[src/rtl/obadv_pkg.sv]
package obadv_pkg;

    typedef enum logic {
        RATE_SLOW = 1'b0,
        RATE_FAST = 1'b1
    } rate_e;

    function automatic int unsigned max2(input int unsigned a, input int unsigned b);
        return (a > b) ? a : b;
    endfunction

    // Advancement in clock cycles for a step count and rate.
    function automatic int unsigned adv_cycles(input logic [1:0] sel, input logic fast,
                                               input int unsigned step_fast,
                                               input int unsigned step_slow);
        return 32'(sel) * (fast ? step_fast : step_slow);
    endfunction

endpackage

[src/rtl/obadv_tap_ctrl.sv]
// Chooses the delay-line tap. A new setting is captured with the frame pulse
// and applied min(old, new) cycles later, so that nothing is skipped or repeated.
module obadv_tap_ctrl
    import obadv_pkg::*;
#(
    parameter int STEP_FAST = 1,
    parameter int STEP_SLOW = 2,
    parameter int MAXC      = 6,
    parameter int TAPW      = 3
) (
    input  logic            clk,
    input  logic            rst_n,
    input  logic            frm_i,
    input  logic [1:0]      adv_sel_i,
    input  logic            fast_i,
    output logic [TAPW-1:0] tap_o,
    output logic [TAPW-1:0] new_tap_o
);

    typedef struct packed {
        logic [TAPW-1:0] tap;
        logic [TAPW-1:0] pend;
        logic [TAPW-1:0] cnt;
        logic            armed;
    } ctl_t;

    ctl_t st_d, st_q;
    logic [TAPW-1:0] newt;
    logic [TAPW-1:0] wait_cyc;

    always_comb begin
        newt     = TAPW'(MAXC - adv_cycles(adv_sel_i, fast_i, STEP_FAST, STEP_SLOW));
        wait_cyc = (st_q.tap < newt) ? st_q.tap : newt;
        st_d     = st_q;
        if (frm_i) begin
            if (wait_cyc == '0) begin
                st_d.tap   = newt;
                st_d.armed = 1'b0;
            end else begin
                st_d.armed = 1'b1;
                st_d.cnt   = wait_cyc;
                st_d.pend  = newt;
            end
        end else if (st_q.armed) begin
            if (st_q.cnt == TAPW'(1)) begin
                st_d.tap   = st_q.pend;
                st_d.armed = 1'b0;
            end
            st_d.cnt = st_q.cnt - TAPW'(1);
        end
    end

    always_ff @(posedge clk or negedge rst_n) begin
        if (!rst_n) begin
            st_q.tap   <= TAPW'(MAXC);
            st_q.pend  <= TAPW'(MAXC);
            st_q.cnt   <= '0;
            st_q.armed <= 1'b0;
        end else begin
            st_q <= st_d;
        end
    end

    assign tap_o     = st_q.tap;
    assign new_tap_o = newt;

endmodule

[src/rtl/obadv_bit_phase.sv]
// Counts down the bit period. Preloaded at the frame pulse so that the
// count reaches zero on the advanced first bit.
module obadv_bit_phase
    import obadv_pkg::*;
#(
    parameter int BITC_FAST = 4,
    parameter int BITC_SLOW = 8,
    parameter int TAPW      = 3,
    parameter int PHW       = 3
) (
    input  logic            clk,
    input  logic            rst_n,
    input  logic            load_i,
    input  logic [TAPW-1:0] load_val_i,
    input  logic            fast_i,
    output logic            strobe_o
);

    typedef struct packed {
        logic [PHW-1:0] ph;
        rate_e          rate;
    } ph_t;

    ph_t st_d, st_q;
    logic [PHW-1:0] last;

    always_comb begin
        last = (st_q.rate == RATE_FAST) ? PHW'(BITC_FAST - 1) : PHW'(BITC_SLOW - 1);
        st_d = st_q;
        if (load_i) begin
            st_d.ph   = PHW'(load_val_i);
            st_d.rate = rate_e'(fast_i);
        end else if (st_q.ph == '0) begin
            st_d.ph = last;
        end else begin
            st_d.ph = st_q.ph - PHW'(1);
        end
    end

    always_ff @(posedge clk or negedge rst_n) begin
        if (!rst_n) begin
            st_q.ph   <= PHW'(BITC_SLOW - 1);
            st_q.rate <= RATE_SLOW;
        end else begin
            st_q <= st_d;
        end
    end

    assign strobe_o = (st_q.ph == '0);

endmodule

[src/rtl/obadv_delay_line.sv]
// Fixed-length history of the nominal streams and the frame pulse. The output
// of every stream is read at the tap that is currently selected.
module obadv_delay_line #(
    parameter int NSTREAM = 4,
    parameter int DEPTH   = 7,
    parameter int TAPW    = 3
) (
    input  logic               clk,
    input  logic               rst_n,
    input  logic [NSTREAM-1:0] nom_i,
    input  logic               frm_i,
    input  logic [TAPW-1:0]    tap_i,
    output logic [NSTREAM-1:0] dat_o,
    output logic               frm_ref_o
);

    typedef struct packed {
        logic [NSTREAM-1:0][DEPTH-1:0] hist;
        logic [DEPTH-1:0]              fh;
    } dl_t;

    dl_t st_d, st_q;

    always_comb begin
        for (int s = 0; s < NSTREAM; s++) begin
            st_d.hist[s] = {st_q.hist[s][DEPTH-2:0], nom_i[s]};
        end
        st_d.fh = {st_q.fh[DEPTH-2:0], frm_i};
    end

    always_ff @(posedge clk or negedge rst_n) begin
        if (!rst_n) begin
            st_q <= '0;
        end else begin
            st_q <= st_d;
        end
    end

    for (genvar g = 0; g < NSTREAM; g++) begin : g_tap
        assign dat_o[g] = st_q.hist[g][tap_i];
    end

    assign frm_ref_o = st_q.fh[DEPTH-1];

endmodule

[src/rtl/out_bit_advance.sv]
module out_bit_advance
    import obadv_pkg::*;
#(
    parameter int NSTREAM   = 4,
    parameter int STEP_FAST = 1,
    parameter int STEP_SLOW = 2,
    parameter int BITC_FAST = 4,
    parameter int BITC_SLOW = 8
) (
    input  logic               clk,
    input  logic               rst_n,
    input  logic               frm_i,
    input  logic [1:0]         adv_sel_i,
    input  logic               fast_i,
    input  logic [NSTREAM-1:0] nom_i,
    output logic [NSTREAM-1:0] dat_o,
    output logic               frm_ref_o,
    output logic               bit_start_o
);

    localparam int MAXC  = 3 * int'(max2(STEP_FAST, STEP_SLOW));
    localparam int DEPTH = MAXC + 1;
    localparam int TAPW  = $clog2(DEPTH);
    localparam int PHW   = $clog2(int'(max2(max2(BITC_FAST, BITC_SLOW), DEPTH)));

    logic [TAPW-1:0] tap;
    logic [TAPW-1:0] new_tap;

    obadv_tap_ctrl #(
        .STEP_FAST(STEP_FAST),
        .STEP_SLOW(STEP_SLOW),
        .MAXC     (MAXC),
        .TAPW     (TAPW)
    ) u_ctrl (
        .clk      (clk),
        .rst_n    (rst_n),
        .frm_i    (frm_i),
        .adv_sel_i(adv_sel_i),
        .fast_i   (fast_i),
        .tap_o    (tap),
        .new_tap_o(new_tap)
    );

    obadv_bit_phase #(
        .BITC_FAST(BITC_FAST),
        .BITC_SLOW(BITC_SLOW),
        .TAPW     (TAPW),
        .PHW      (PHW)
    ) u_phase (
        .clk       (clk),
        .rst_n     (rst_n),
        .load_i    (frm_i),
        .load_val_i(new_tap),
        .fast_i    (fast_i),
        .strobe_o  (bit_start_o)
    );

    obadv_delay_line #(
        .NSTREAM(NSTREAM),
        .DEPTH  (DEPTH),
        .TAPW   (TAPW)
    ) u_dline (
        .clk      (clk),
        .rst_n    (rst_n),
        .nom_i    (nom_i),
        .frm_i    (frm_i),
        .tap_i    (tap),
        .dat_o    (dat_o),
        .frm_ref_o(frm_ref_o)
    );

endmodule

[config.mk]
export PLATFORM = sky130hd
export DESIGN_NAME = out_bit_advance
export DESIGN_NICKNAME = d
export VERILOG_FILES = /design/src/rtl/obadv_pkg.sv /design/src/rtl/obadv_tap_ctrl.sv /design/src/rtl/obadv_bit_phase.sv /design/src/rtl/obadv_delay_line.sv /design/src/rtl/out_bit_advance.sv
export SDC_FILE = /design/constraint.sdc
export NUM_CORES = 1
export LEC_CHECK = 0
export BUFFER_PORTS_ARGS = -buffer_cell sky130_fd_sc_hd__buf_4
export CAP_MARGIN = 20
export CORE_MARGIN = 2
export CORE_UTILIZATION = 50
export CTS_CLUSTER_DIAMETER = 40
export DETAILED_ROUTE_END_ITERATION = 8
export PLACE_DENSITY = 0.65
export SLEW_MARGIN = 30
export SYNTH_ARGS = -nofsm -noshare
export SYNTH_HDL_FRONTEND = slang
export SYNTH_SLANG_ARGS = --single-unit
[constraint.sdc]
create_clock -name clk -period 5.3 [get_ports clk]
set_input_delay 0.795 -clock clk [delete_from_list [all_inputs] [get_ports clk]]
set_output_delay 0.795 -clock clk [all_outputs]
set_load 0.01 [all_outputs]
Word-level counts from Yosys, hierarchy flattened
Index checks and enable logic that the tools add are counted.

word-level totals
  register bits after elaboration = 49
  latch bits = 0
  RAM bits = 0
  bits in read-only memories = 0
  memories kept = 0

cells by class
  $add $sub $neg = 3
  multiply operators = 1
  divide/modulo/power cells = 0
  order comparisons = 2
  equality and inequality tests = 3
  shift operators = 0
  multiplexer cells = 22
  bitwise operators = 1
  reductions and logical operators = 7

operators with widths
  cell                                                 number
  multiplier 2 x 32 -> 3 bit                           1
  two-way mux 3 bit                                    9
  binary-select mux 1 bit (select 3 bit)               4
  two-way mux 4 bit                                    2
  zero test 3 bit                                      2
  two-way mux 1 bit                                    6
  subtractor 3 x 1 -> 3 bit, second input constant     2
  < comparator 3 x 4 -> 1 bit, second input constant   1
  AND reduction 2 bit                                  2
  nonzero test 2 bit                                   2
  equality test 3 x 1 -> 1 bit, second input constant  1
  < comparator 3 bit                                   1
  AND reduction 3 bit                                  1
  subtractor 3 bit, first input constant               1
  two-way mux 2 bit                                    1
  != test 2 x 1 -> 1 bit, second input constant        1
  != test 2 bit, second input constant                 1
  inverter 1 bit                                       1

Logic depth before layout (Yosys ltp)
  word-level depth = 8
  gate-level depth with buffers = 10
  gate-level depth less buffers = 10

By module
A second synthesis with hierarchy kept.

unflattened totals
  cells, all modules = 160
  area, all modules = 2154.6 µm²

by module, submodules not included
  module            times used  cells an instance  area each (µm²)
  obadv_delay_line  1           68                 1146.1
  obadv_tap_ctrl    1           74                 803.3
  obadv_bit_phase   1           18                 205.2

Worst setup path after synthesis
No wires, ideal clock.

  kind = in2reg
  start = in fast_i
  end = reg u_ctrl.st_q[1] (netlist bit)
  setup time = 0.126 ns
  arrival time = 2.960 ns
  data required time = 5.174 ns
  slack = 2.214 ns
  stages on the path = 9
  path buffers = 0
  path through = mux2_2 > ha_1 > xor2_1 > ha_1 > a21o_1 > a21oi_2 > mux2i_2 > nor2_2 > a311o_1

between the ends
  longest elaborated chain between the ends = 8
  elaborated cells on any way between the ends = 10
  classes of those cells = add/sub (1); mul (1); order compare (1); eq/ne (1); mux (4); reduce/logical (2)

RTL lines
  element                        RTL line               RTL
  start: declaration             out_bit_advance.sv:14  input logic fast_i,
  two-way mux 2 bit *            obadv_pkg.sv:16        return 32'(sel) * (fast ? step_fast : step_slow);
  multiplier 2 x 32 -> 3 bit *   obadv_pkg.sv:16
  subtractor 3 bit *             obadv_tap_ctrl.sv:32   newt = TAPW'(MAXC - adv_cycles(adv_sel_i, fast_i, STEP_FAST, STEP_SLOW));
  < comparator 3 bit             obadv_tap_ctrl.sv:33   wait_cyc = (st_q.tap < newt) ? st_q.tap : newt;
  two-way mux 3 bit *            obadv_tap_ctrl.sv:33
  zero test 3 bit                obadv_tap_ctrl.sv:36   if (wait_cyc == '0) begin
  != test 2 bit (no line)        --
  AND reduction 2 bit (no line)  --
  end signal: assignment         obadv_tap_ctrl.sv:60   st_q <= st_d;
  end: declaration               obadv_tap_ctrl.sv:27   ctl_t st_d, st_q;

Every way passes the cells marked *; elsewhere a longest branch is shown, timed or not. The select of a mux whose other input is x is not followed.
A chain may end at the register's enable or synchronous reset.

Worst setup path in the final report
Ends and elaborated chain as after synthesis.

==> results.sh <==
export IMPL_p_leak_nw=1.06
export IMPL_vias_per_cell=5.13
export IMPL_final_area_mm2=0.00230
export IMPL_antenna_found_initial=0
export IMPL_ff_latch_area_mm2=0.00123
export IMPL_grt_pass1_wl_mm=5.88
export IMPL_worstMarginPinSlew_ns=0.569
export IMPL_area_growth_pct=12.9
export IMPL_gr_total_overflow=0
export IMPL_drv_cap=0
export IMPL_start_kind="primary input"
export IMPL_num_antenna_cells=0
export IMPL_cp_top_family="compound AO/OA/AOI/OAI gates"
export IMPL_die_w_um=67.9
export IMPL_fin_setup_tns_ns=0
export IMPL_async_flop_share_pct=100
export IMPL_drt_pass1_iterations=4
export IMPL_cts_tree="yes"
export IMPL_cts_hold_fix_buffers=0
export IMPL_rows=23
export IMPL_fin_cells=222
export IMPL_grt_max_degree=50
export IMPL_synth_edff_count=0
export IMPL_avgSynthCellArea_um2=13.2
export IMPL_synth_area_leaders="dfrtp_1 52%, dfstp_2 9.0%, ha_1 4.9%, mux4_2 4.4%, mux2i_1 3.9%"
export IMPL_rsz0062_at_grt="no"
export IMPL_grt_usage_pct=17.2
export IMPL_fin_crit_sh_pct=58.6
export IMPL_syn_nets=172
export IMPL_hold_viol=0
export IMPL_synth_top_cell_by_area="dfrtp_1"
export IMPL_syn_inst=154
export IMPL_core_mm2=0.00397
export IMPL_setup_worst_path_end_class="flop"
export IMPL_mostFrequentLayoutCells="42 x dfrtp_1, 15 x buf_4, 12 x a21oi_1, 12 x nor2_1, 11 x inv_1"
export IMPL_drive_gt1_share_pct=25.0
export IMPL_place_area_mm2=0.00219
export IMPL_final_core_util_pct=58.0
export IMPL_criticalPathCategory="primary input to flop"
export IMPL_holdCritStartpoint="u_dline.st_d[3]$_DFF_PN0_"
export IMPL_hold_class="flop to flop"
export IMPL_synth_ff_type="dfrtp_1"
export IMPL_slowest_delay_ns=0.39
export IMPL_port_buffers=15
export IMPL_slew_limit_headroom_pct=62.1
export IMPL_htreeDepth=2
export IMPL_crit_start="fast_i"
export IMPL_io_pins=16
export IMPL_post_cts_setup_buffer_count=0
export IMPL_setup_viol=0
export IMPL_crit_required_ns=5.47
export IMPL_placed_cells=214
export IMPL_dieHeight_um=67.9
export IMPL_synth_top_area_share_pct=51.5
export IMPL_peakVddDrop_mv=0.244
export IMPL_critical_path_arrival_ns=3.28
export IMPL_clk_pin_slew_worst_paths_ns=0.09
export IMPL_insertion_delay_ns=0.29
export IMPL_ys_warnings_count=0
export IMPL_period_needed_ns=3.11
export IMPL_grt_pass1_vias=1217
export IMPL_die_area_mm2=0.00461
export IMPL_gp_congestion=0.821
export IMPL_whs_ns=0.348
export IMPL_wl_mm=3.27
export IMPL_postRouteAntennaNets=0
export IMPL_initial_core_util_pct=51.4
export IMPL_final_max_slew_viol_count=0
export IMPL_multi_input_area_um2=739
export IMPL_clockRootBuffer="clkbuf_8"
export IMPL_drt_initial_drc_count=102
export IMPL_route_detailed_drc=0
export IMPL_cts_repair_resized=0
export IMPL_numCtsBuffers=5
export IMPL_yosysSeqAreaShare_pct=60.6
export IMPL_clock_sinks=49
export IMPL_yosys_register_bits=49
export IMPL_finClkSkew_ns=0.00423
export IMPL_cp_slowest_cell="mux2i_2"
export IMPL_status="complete, no violations"
export IMPL_power_density_mw_per_mm2=502
export IMPL_r2r_start="u_ctrl.tap_o[2]$_DFFE_PN1P_"
export IMPL_num_vias=1139
export IMPL_crit_fanout=7
export IMPL_layout_nets=189
export IMPL_fillers=337
export IMPL_synth_area_mm2=0.00204
export IMPL_synthDistinctLibCells=39
export IMPL_path_cells="buf_4, mux2_2, ha_1, xor2_1, ha_1, a21o_1, a21oi_2, mux2i_2, nor2_2, a311o_1"
export IMPL_cts_buffer_depth=2
export IMPL_max_freq_mhz=322
export IMPL_dp_hpwl_mm=2.33
export IMPL_final_common_cell="dfrtp_1"
export IMPL_wire_per_inst_um=14.7
export IMPL_worst_path_buf_inv=1
export IMPL_crit_path_frequent_cell="ha_1"
==> worst reg2reg max path: cells and delay by family (launching register included) <==
kind	cells	cell delay [ns]
muxes	1	0.39
adders and majority gates	1	0.30
and+or+nand+nor	1	0.15
DFF	1	0.68
AOI/OAI and AO/OA	3	0.75
==> layout make-up <==
cell class | instances | area share [%]
Inverter | 11 | 1.79
Multi-Input combinational cell | 89 | 32.1
Clock buffer | 6 | 3.15
Clock inverter | 2 | 1.68
Timing Repair Buffer | 15 | 4.89
Sequential cell | 49 | 53.6
Tap cell | 50 | 2.72
==> metrics by stage <==
stage / worst slack [ns] / power (W)
after floorplan: 2.21 / 0.000797
after global placement: 1.98 / 0.000901
after detailed placement: 1.90 / 0.000913
after CTS: 2.19 / 0.00117
after global routing: 2.05 / 0.00125
final: 2.19 / 0.00116
==> cell usage after synthesis, types with 2 or more instances <==
master,instances
o21ai_0,4
mux4_2,4
nand3_1,2
nand2b_1,3
ha_1,8
mux2_1,3
a21o_1,2
dfstp_2,7
and2_1,2
mux2i_1,8
inv_1,11
nand2_1,6
a21oi_1,12
nor2_1,12
dfrtp_1,42
clkbuf_1,3
mux2_2,3
==> sequential cells by signal, summed over array words and instances (netlist names) <==
name and flops:
u_ctrl.st_q 7, u_ctrl.tap_o 3, u_dline.frm_ref_o 1, u_dline.st_d 30, u_dline.st_q 4, u_phase.st_q 4
==> report_power, final <==
| group | switching [W] | internal [W] |
|---|---|---|
| Sequential | 0.0000712 | 0.000445 |
| Combinational | 0.000184 | 0.000201 |
| Clock | 0.000114 | 0.000142 |
| Total | 0.000369 | 0.000788 |
==> layer usage <==
layer  global-route usage (%)  routed length [um]  vias to the layer above
met5                        0                   0                        -
met4                     5.00                  25                        0
met3                     4.77                 124                        2
met2                     26.0                1550                       19
met1                     24.7                1580                      548
li1                         -                   -                      570
==> kinds of logic after synthesis <==
family	Yosys count	share of synthesized area [%]
XOR/XNOR	1	0.430
AND/OR/NAND/NOR	33	8.53
AO/OA/AOI/OAI	27	9.33
flip-flops	49	60.6
buffers and inverters	16	3.19
adder cells (fa/ha/maj)	8	4.91
multiplexers	20	13.1
==> path summary, 6_finish.rpt <==
| kind | to | slack (ns) | depth (start not counted) |
|---|---|---|---|
| min in group asynchronous | u_dline.st_d[13]$_DFF_PN0_ | 0.50 | 1 |
| hold reg to reg | u_dline.st_d[4]$_DFF_PN0_ | 0.35 | 0 |
| setup / recovery | u_ctrl.st_q[1]$_DFFE_PN0P_ | 2.19 | 10 |
| hold / removal | u_dline.st_d[4]$_DFF_PN0_ | 0.35 | 0 |
| max in group asynchronous | u_phase.st_q[3]$_DFF_PN1_ | 4.41 | 1 |
| setup reg to reg | u_ctrl.st_q[1]$_DFFE_PN0P_ | 2.92 | 6 |
Power figures use the tool's default switching activity.
